**src/rtl/chg_poll_pkg.sv**
```systemverilog
package chg_poll_pkg;

   localparam logic [7:0] SYNC_A    = 8'hEB;
   localparam logic [7:0] SYNC_B    = 8'h90;
   localparam logic [7:0] DIR_REQ   = 8'h01;
   localparam logic [7:0] END_MARK  = 8'h7F;

   localparam logic [7:0] CMD_SETRD = 8'hAC;
   localparam logic [7:0] CMD_POLL  = 8'hA0;
   localparam logic [7:0] CMD_LOAD  = 8'hAA;
   localparam logic [7:0] CMD_SETWR = 8'hAD;
   localparam logic [7:0] POLL_ARG  = 8'h03;

   localparam int WR_BYTES  = 7;
   localparam int PAY_W     = 8 * WR_BYTES;
   localparam int SYNC_LEN  = 6;
   localparam int IDX_W     = 5;

   typedef enum logic [1:0] {
      ST_IDLE,
      ST_SEND,
      ST_WAIT
   } link_st_t;

   typedef struct packed {
      logic [7:0]       cmd;
      logic [2:0]       len;
      logic [PAY_W-1:0] pay;
   } frame_desc_t;

endpackage

```
**src/rtl/cpg_crc16_step.sv**
```systemverilog
module cpg_crc16_step #(
   parameter logic [15:0] POLY      = 16'h1021,
   parameter bit          MSB_FIRST = 1'b1
) (
   input  logic [15:0] crc_in,
   input  logic [7:0]  din,
   output logic [15:0] crc_out
);

   generate
      if (MSB_FIRST) begin : g_msb
         always_comb begin
            logic [15:0] c;
            c = crc_in ^ {din, 8'h00};
            for (int b = 0; b < 8; b++) begin
               c = c[15] ? ((c << 1) ^ POLY) : (c << 1);
            end
            crc_out = c;
         end
      end else begin : g_lsb
         always_comb begin
            logic [15:0] c;
            c = crc_in ^ {8'h00, din};
            for (int b = 0; b < 8; b++) begin
               c = c[0] ? ((c >> 1) ^ POLY) : (c >> 1);
            end
            crc_out = c;
         end
      end
   endgenerate

endmodule

```
**src/rtl/cpg_interval_timer.sv**
```systemverilog
module cpg_interval_timer #(
   parameter int W = 24
) (
   input  logic         clk,
   input  logic         rst_n,
   input  logic [W-1:0] interval,
   input  logic         take,
   output logic         due
);

   logic [W-1:0] cnt;

   always_ff @(posedge clk) begin
      if (!rst_n) begin
         cnt <= '0;
         due <= 1'b0;
      end else begin
         if (take) due <= 1'b0;
         if (interval == '0) begin
            cnt <= '0;
         end else if (cnt >= interval - 1'b1) begin
            cnt <= '0;
            due <= 1'b1;
         end else begin
            cnt <= cnt + 1'b1;
         end
      end
   end

endmodule

```
**src/rtl/cpg_frame_seq.sv**
```systemverilog
module cpg_frame_seq
   import chg_poll_pkg::*;
#(
   parameter logic [15:0] CRC_POLY      = 16'h1021,
   parameter logic [15:0] CRC_INIT      = 16'hFFFF,
   parameter bit          CRC_MSB_FIRST = 1'b1
) (
   input  logic        clk,
   input  logic        rst_n,
   input  logic        start,
   input  frame_desc_t desc,
   input  logic        tx_ready,
   output logic        tx_valid,
   output logic [7:0]  tx_data,
   output logic        done
);

   logic             active;
   logic [IDX_W-1:0] idx;
   logic [15:0]      crc_q;
   logic [15:0]      crc_nx;
   logic [7:0]       cmd_q;
   logic [2:0]       len_q;
   logic [PAY_W-1:0] pay_sh;
   logic [7:0]       cur;
   logic             fire;

   logic [IDX_W-1:0] len_x;
   logic [IDX_W-1:0] data_end;
   logic [IDX_W-1:0] crc_hi_idx;
   logic [IDX_W-1:0] last_idx;
   logic             in_crc;
   logic             in_pay;

   assign len_x      = {{(IDX_W-3){1'b0}}, len_q};
   assign data_end   = IDX_W'(8) + len_x;
   assign crc_hi_idx = IDX_W'(9) + len_x;
   assign last_idx   = IDX_W'(11) + len_x;
   assign in_crc     = (idx >= IDX_W'(6)) && (idx <= data_end);
   assign in_pay     = (idx >= IDX_W'(9)) && (idx <= data_end);
   assign fire       = active && tx_ready;

   always_comb begin
      if (idx < IDX_W'(SYNC_LEN))          cur = idx[0] ? SYNC_B : SYNC_A;
      else if (idx == IDX_W'(6))           cur = DIR_REQ;
      else if (idx == IDX_W'(7))           cur = cmd_q;
      else if (idx == IDX_W'(8))           cur = {5'b0, len_q};
      else if (idx <= data_end)            cur = pay_sh[PAY_W-1 -: 8];
      else if (idx == crc_hi_idx)          cur = crc_q[15:8];
      else if (idx == crc_hi_idx + 1'b1)   cur = crc_q[7:0];
      else                                 cur = END_MARK;
   end

   cpg_crc16_step #(
      .POLY      (CRC_POLY),
      .MSB_FIRST (CRC_MSB_FIRST)
   ) u_crc (
      .crc_in  (crc_q),
      .din     (cur),
      .crc_out (crc_nx)
   );

   always_ff @(posedge clk) begin
      if (!rst_n) begin
         active <= 1'b0;
         idx    <= '0;
         crc_q  <= CRC_INIT;
         cmd_q  <= '0;
         len_q  <= '0;
         pay_sh <= '0;
      end else if (!active) begin
         if (start) begin
            active <= 1'b1;
            idx    <= '0;
            crc_q  <= CRC_INIT;
            cmd_q  <= desc.cmd;
            len_q  <= desc.len;
            pay_sh <= desc.pay;
         end
      end else if (fire) begin
         if (in_crc) crc_q <= crc_nx;
         if (in_pay) pay_sh <= {pay_sh[PAY_W-9:0], 8'h00};
         if (idx == last_idx) active <= 1'b0;
         else                 idx    <= idx + 1'b1;
      end
   end

   assign tx_valid = active;
   assign tx_data  = cur;
   assign done     = fire && (idx == last_idx);

endmodule

```
**src/rtl/chg_poll_gen.sv**
```systemverilog
module chg_poll_gen
   import chg_poll_pkg::*;
#(
   parameter int          POLL_W        = 24,
   parameter int          TMO_W         = 16,
   parameter logic [15:0] CRC_POLY      = 16'h1021,
   parameter logic [15:0] CRC_INIT      = 16'hFFFF,
   parameter bit          CRC_MSB_FIRST = 1'b1
) (
   input  logic              clk,
   input  logic              rst_n,
   input  logic [POLL_W-1:0] poll_interval,
   input  logic [TMO_W-1:0]  ack_timeout,
   input  logic              load_req,
   input  logic              load_on,
   input  logic              wr_req,
   input  logic [55:0]       wr_data,
   input  logic              rx_ack,
   input  logic              tx_ready,
   output logic              tx_valid,
   output logic [7:0]        tx_data,
   output logic              ack_wait,
   output logic              ack_err
);

   localparam int PAD_W = PAY_W - 8;

   generate
      if (POLL_W < 2 || POLL_W > 32) begin : g_bad_poll_w
         $error("POLL_W must lie in 2..32");
      end
      if (TMO_W < 1 || TMO_W > 32) begin : g_bad_tmo_w
         $error("TMO_W must lie in 1..32");
      end
      if (PAY_W != 56) begin : g_bad_pay
         $error("settings payload must be seven bytes");
      end
   endgenerate

   link_st_t         st;
   logic             boot_pend;
   logic             load_pend;
   logic             load_val;
   logic             wr_pend;
   logic [PAY_W-1:0] wr_q;
   logic             cur_wr;
   logic [TMO_W-1:0] wait_cnt;
   logic             poll_due;

   logic             pick_boot, pick_load, pick_wr, pick_poll;
   logic             start;
   logic             take_boot, take_load, take_wr, take_poll;
   frame_desc_t      sel_desc;
   logic             frame_done;

   // selection order: startup read, load, settings write, poll
   always_comb begin
      pick_boot = boot_pend;
      pick_load = !boot_pend && load_pend;
      pick_wr   = !boot_pend && !load_pend && wr_pend;
      pick_poll = !boot_pend && !load_pend && !wr_pend && poll_due;
      start     = (st == ST_IDLE) && (boot_pend || load_pend || wr_pend || poll_due);
      take_boot = start && pick_boot;
      take_load = start && pick_load;
      take_wr   = start && pick_wr;
      take_poll = start && pick_poll;

      sel_desc.cmd = CMD_POLL;
      sel_desc.len = 3'd1;
      sel_desc.pay = {POLL_ARG, {PAD_W{1'b0}}};
      if (pick_boot) begin
         sel_desc.cmd = CMD_SETRD;
         sel_desc.pay = {8'h00, {PAD_W{1'b0}}};
      end else if (pick_load) begin
         sel_desc.cmd = CMD_LOAD;
         sel_desc.pay = {7'b0, load_val, {PAD_W{1'b0}}};
      end else if (pick_wr) begin
         sel_desc.cmd = CMD_SETWR;
         sel_desc.len = 3'(WR_BYTES);
         sel_desc.pay = wr_q;
      end
   end

   cpg_interval_timer #(
      .W (POLL_W)
   ) u_timer (
      .clk      (clk),
      .rst_n    (rst_n),
      .interval (poll_interval),
      .take     (take_poll),
      .due      (poll_due)
   );

   cpg_frame_seq #(
      .CRC_POLY      (CRC_POLY),
      .CRC_INIT      (CRC_INIT),
      .CRC_MSB_FIRST (CRC_MSB_FIRST)
   ) u_seq (
      .clk      (clk),
      .rst_n    (rst_n),
      .start    (start),
      .desc     (sel_desc),
      .tx_ready (tx_ready),
      .tx_valid (tx_valid),
      .tx_data  (tx_data),
      .done     (frame_done)
   );

   always_ff @(posedge clk) begin
      if (!rst_n) begin
         st        <= ST_IDLE;
         boot_pend <= 1'b1;
         load_pend <= 1'b0;
         load_val  <= 1'b0;
         wr_pend   <= 1'b0;
         wr_q      <= '0;
         cur_wr    <= 1'b0;
         wait_cnt  <= '0;
         ack_err   <= 1'b0;
      end else begin
         if (take_boot) boot_pend <= 1'b0;

         if (load_req) begin
            load_pend <= 1'b1;
            load_val  <= load_on;
         end else if (take_load) begin
            load_pend <= 1'b0;
         end

         if (wr_req) begin
            wr_pend <= 1'b1;
            wr_q    <= wr_data;
         end else if (take_wr) begin
            wr_pend <= 1'b0;
         end

         case (st)
            ST_IDLE: begin
               if (start) begin
                  st     <= ST_SEND;
                  cur_wr <= take_wr;
                  if (take_wr) ack_err <= 1'b0;
               end
            end
            ST_SEND: begin
               if (frame_done) begin
                  wait_cnt <= '0;
                  st       <= cur_wr ? ST_WAIT : ST_IDLE;
               end
            end
            ST_WAIT: begin
               if (rx_ack) begin
                  st      <= ST_IDLE;
                  ack_err <= 1'b0;
               end else if (wait_cnt == ack_timeout) begin
                  st      <= ST_IDLE;
                  ack_err <= 1'b1;
               end else begin
                  wait_cnt <= wait_cnt + 1'b1;
               end
            end
            default: st <= ST_IDLE;
         endcase
      end
   end

   assign ack_wait = (st == ST_WAIT);

endmodule

```
**config.mk**
```make
export PLATFORM = sky130hd
export DESIGN_NAME = chg_poll_gen
export DESIGN_NICKNAME = d
export VERILOG_FILES = /design/src/rtl/chg_poll_pkg.sv /design/src/rtl/cpg_crc16_step.sv /design/src/rtl/cpg_interval_timer.sv /design/src/rtl/cpg_frame_seq.sv /design/src/rtl/chg_poll_gen.sv
export SDC_FILE = /design/constraint.sdc
export NUM_CORES = 1
export LEC_CHECK = 0
export CAP_MARGIN = 5
export CORE_MARGIN = 2
export CORE_UTILIZATION = 55
export CTS_BUF_LIST = sky130_fd_sc_hd__clkbuf_8
export CTS_CLUSTER_DIAMETER = 120
export CTS_CLUSTER_SIZE = 24
export DETAILED_ROUTE_END_ITERATION = 6
export PLACE_DENSITY_LB_ADDON = 0.1
export SLEW_MARGIN = 15
export SYNTH_ARGS = -nofsm -noshare
export SYNTH_HDL_FRONTEND = slang
export SYNTH_SLANG_ARGS = --single-unit
```
**constraint.sdc**
```tcl
create_clock -name clk -period 8.6 [get_ports clk]
set_clock_uncertainty 0.15 [all_clocks]
set_input_delay 2.15 -clock clk [delete_from_list [all_inputs] [get_ports clk]]
set_output_delay 2.15 -clock clk [all_outputs]
set_load 0.02 [all_outputs]
```
==> run summary <==
fin worst setup slack -> 2.21 ns
Final Total Pwr -> 0.00186 W
initial antenna violation count -> 0
hold buffers post-CTS -> 0
Net Count, Synth -> 1,321
hold depth -> 2
Yosys reg bits -> 188
Netlist Area Pre-Place -> 9730 µm²
setup slack, reg-to-reg -> 4.23 ns
FF-to-FF End -> u_seq.pay_sh[4]
core footprint -> 17,300 µm²
CTS Buffer Depth -> 2
library cells used by synthesis -> 69
Final Max Tran Viols -> 0
Hold Worst Slack -> 0.314 ns
RR Startpoint -> u_seq.len_q[1]
layout cells sized above 1 -> 0.0410
Worst-Margin Slew -> 0.973 ns
EDFF count, synth -> 0
# rows -> 48
largest net degree at the start of global routing -> 105
Top delay family on crit path -> compound AO/OA/AOI/OAI gates
Cell Chain, Critical Path -> inv_1, ha_1, nor2b_1, or3_1, a21oi_1, a32oi_1, nor2b_1, o21ai_0, clkdlybuf4s50_1
cell mode on critical path -> nor2b_1
setup bufs post-CTS -> 0
sequential area share after synthesis -> 0.387
top post-synthesis cells by area -> dfxtp_1 39%, nor2_1 9.4%, mux2i_1 6.0%, ha_1 5.0%, a21oi_1 4.6%
CTS Buf Count -> 17
fraction of registers with async set/reset -> 0
commonest non-fill, non-tap cells in the layout -> 244 x nor2_1, 187 x dfxtp_1, 112 x clkdlybuf4s50_1
area grow syn2layout -> 16.9%
Leak Pwr -> 4.43 nW
status -> finished clean
slowest CP cell -> a21oi_1
CP endpoint kind -> output pin
initial drt markers -> 708
r2r worst-path depth -> 10
Final ANT Viol Nets -> 0
Peak Freq -> 157 MHz
Starting Density -> 0.562
WS Path Type -> reg2out
via/cell ratio -> 5.62
Port Buffers -> 113
worst vdd ir -> 0.116 mV
GRT Overall Usage -> 0.249
Pre-antenna DRT Iters -> 7
number of I/O pins -> 114
CTS tree -> built
number of fillers in the final layout -> 1,511
H-tree Lvls -> 4
Syn Inst Count -> 1,179
final hold vios -> 0
Synth Flop Type -> dfxtp_1
Synth top area share -> 0.387
RSZ-0062 raised after global routing -> no
final setup fails -> 0
Setup crit start kind -> flip-flop
Mapped Avg Cell Area -> 8.25 µm²
clk slew on worst S/H paths -> 0.11 ns
area leader, netlist -> dfxtp_1
worst hold-check path type -> reg2reg
min cycle time layout -> 6.39 ns
worst-path fanout max -> 12
first-pass GRT wire length -> 37.7 mm
Via Count -> 8,386
ant diodes -> 0
Final TNS setup -> 0 ns
WL/cell -> 15.0 µm
clock root cell -> clkbuf_8
grt total ovfl -> 0
critical path depth in cells -> 9
placer congestion estimate -> 0.941
Worst setup startpoint -> u_seq.len_q[1]
pwr dens -> 163 nW/µm²
CP Data Arrival Time -> 4.09 ns
Horiz. Die Dim -> 137 µm
drt total wl -> 22.4 mm
Worst EP required -> 6.30 ns
Critical Path Max Stage Delay -> 0.76 ns
pre-CTS setup slack -> 2.66 ns
Die H -> 137 µm
commonest non-fill, non-tap cell in the layout -> nor2_1
CTS Sinks -> 188
Residual DRC -> 0
Buf+Inv Stages, Crit Path -> 2
fin crit share -> 0.743
Synth warnings -> 0
Layout Nets -> 1,396
post-cts resize count -> 0
vias in the first global route -> 7,774
worst relative slew slack -> 0.351
Critical Path End -> tx_data[3]
worst skew pair latency -> 0.48 ns
Final HPWL DP -> 15.6 mm
DIE AREA -> 18,800 µm²
Max Cap Viol -> 0
area by class of cell:
type	instances	area, µm²	share of cell area
Multi-Input combinational cell	906	5660	0.497
Sequential cell	188	3770	0.331
Clock inverter	15	175	0.0154
Clock buffer	17	234	0.0206
Timing Repair Buffer	119	1170	0.103
Tap cell	225	282	0.0247
Inverter	22	85.1	0.00748
flip-flops by register name, indices dropped and copies added, names as in the netlist, 2 cells and up:
signal / count
wr_q: 56
u_seq.len_q: 2
u_seq.cmd_q: 3
u_seq.pay_sh: 56
u_seq.crc_q: 16
wait_cnt: 16
u_timer.cnt: 24
st: 2
u_seq.idx: 5
tightest hold or removal path: stages, from the launching register on:
cell and delay, ns:
dfxtp_1 0.33, nand2_1 0.05, a21oi_1 0.05
cell families after synthesis:
| group | count (synthesis) | share of synthesized area |
|---|---|---|
| fa+ha+maj | 39 | 0.0502 |
| compound gates | 226 | 0.151 |
| buf+inv | 85 | 0.0331 |
| simple gates | 489 | 0.224 |
| xor+xnor | 93 | 0.0940 |
| mux | 59 | 0.0608 |
| flops | 188 | 0.387 |
cells in the mapped netlist (all sizes together) (3+ instances only):
cell,number
nor2,244
dfxtp,188
nand2,106
a21oi,89
mux2i,58
a211oi,54
clkbuf,51
xor2,50
ha,39
xnor2,36
nand3,28
o21ai,24
nor3,23
inv,22
nand4,14
nor4,14
and3,12
buf,12
a21o,10
o22ai,9
or3,9
nand3b,7
nor2b,5
nor3b,5
xnor3,5
a31oi,4
and2,4
and4,4
nand2b,4
a32o,3
o211ai,3
or4,3
power by group:
part	switching [W]	leakage [nW]	internal, W	total (W)
Combinational	0.000159	2.68	0.000131	0.000290
Sequential	0.0000363	1.54	0.000921	0.000958
Clock	0.000363	0.212	0.000247	0.000609
Total	0.000558	4.43	0.00130	0.00186
worst min-delay path by stage:
stage               slack [ns]              end             from
finish                    0.31   u_seq.cmd_q[1]   u_seq.cmd_q[1]
global route              0.33  u_seq.pay_sh[0]  u_seq.pay_sh[0]
CTS                       0.32   u_seq.cmd_q[1]   u_seq.cmd_q[1]
detailed placement        0.30  u_seq.pay_sh[0]  u_seq.pay_sh[0]
global placement          0.29   u_seq.cmd_q[1]   u_seq.cmd_q[1]
floorplan                 0.28   u_seq.cmd_q[1]   u_seq.cmd_q[1]
routing by layer:
layer	up-vias	wire length [µm]	global-route usage
li1	4283	-	-
met1	3876	10800	0.343
met2	203	10200	0.399
met3	24	1140	0.0444
met4	0	355	0.0750
met5	-	0	0
stage by stage:
stage / cells / instance area, µm² / util
after detailed placement: 1460 / 11000 / 0.634
after floorplan: 1179 / 9730 / -
final: 1492 / 11400 / 0.658
after CTS: 1492 / 11400 / 0.658
after global routing: 1492 / 11400 / 0.658
after global placement: 1460 / 11000 / 0.634
No activity file was read; power rests on OpenSTA's default activity.
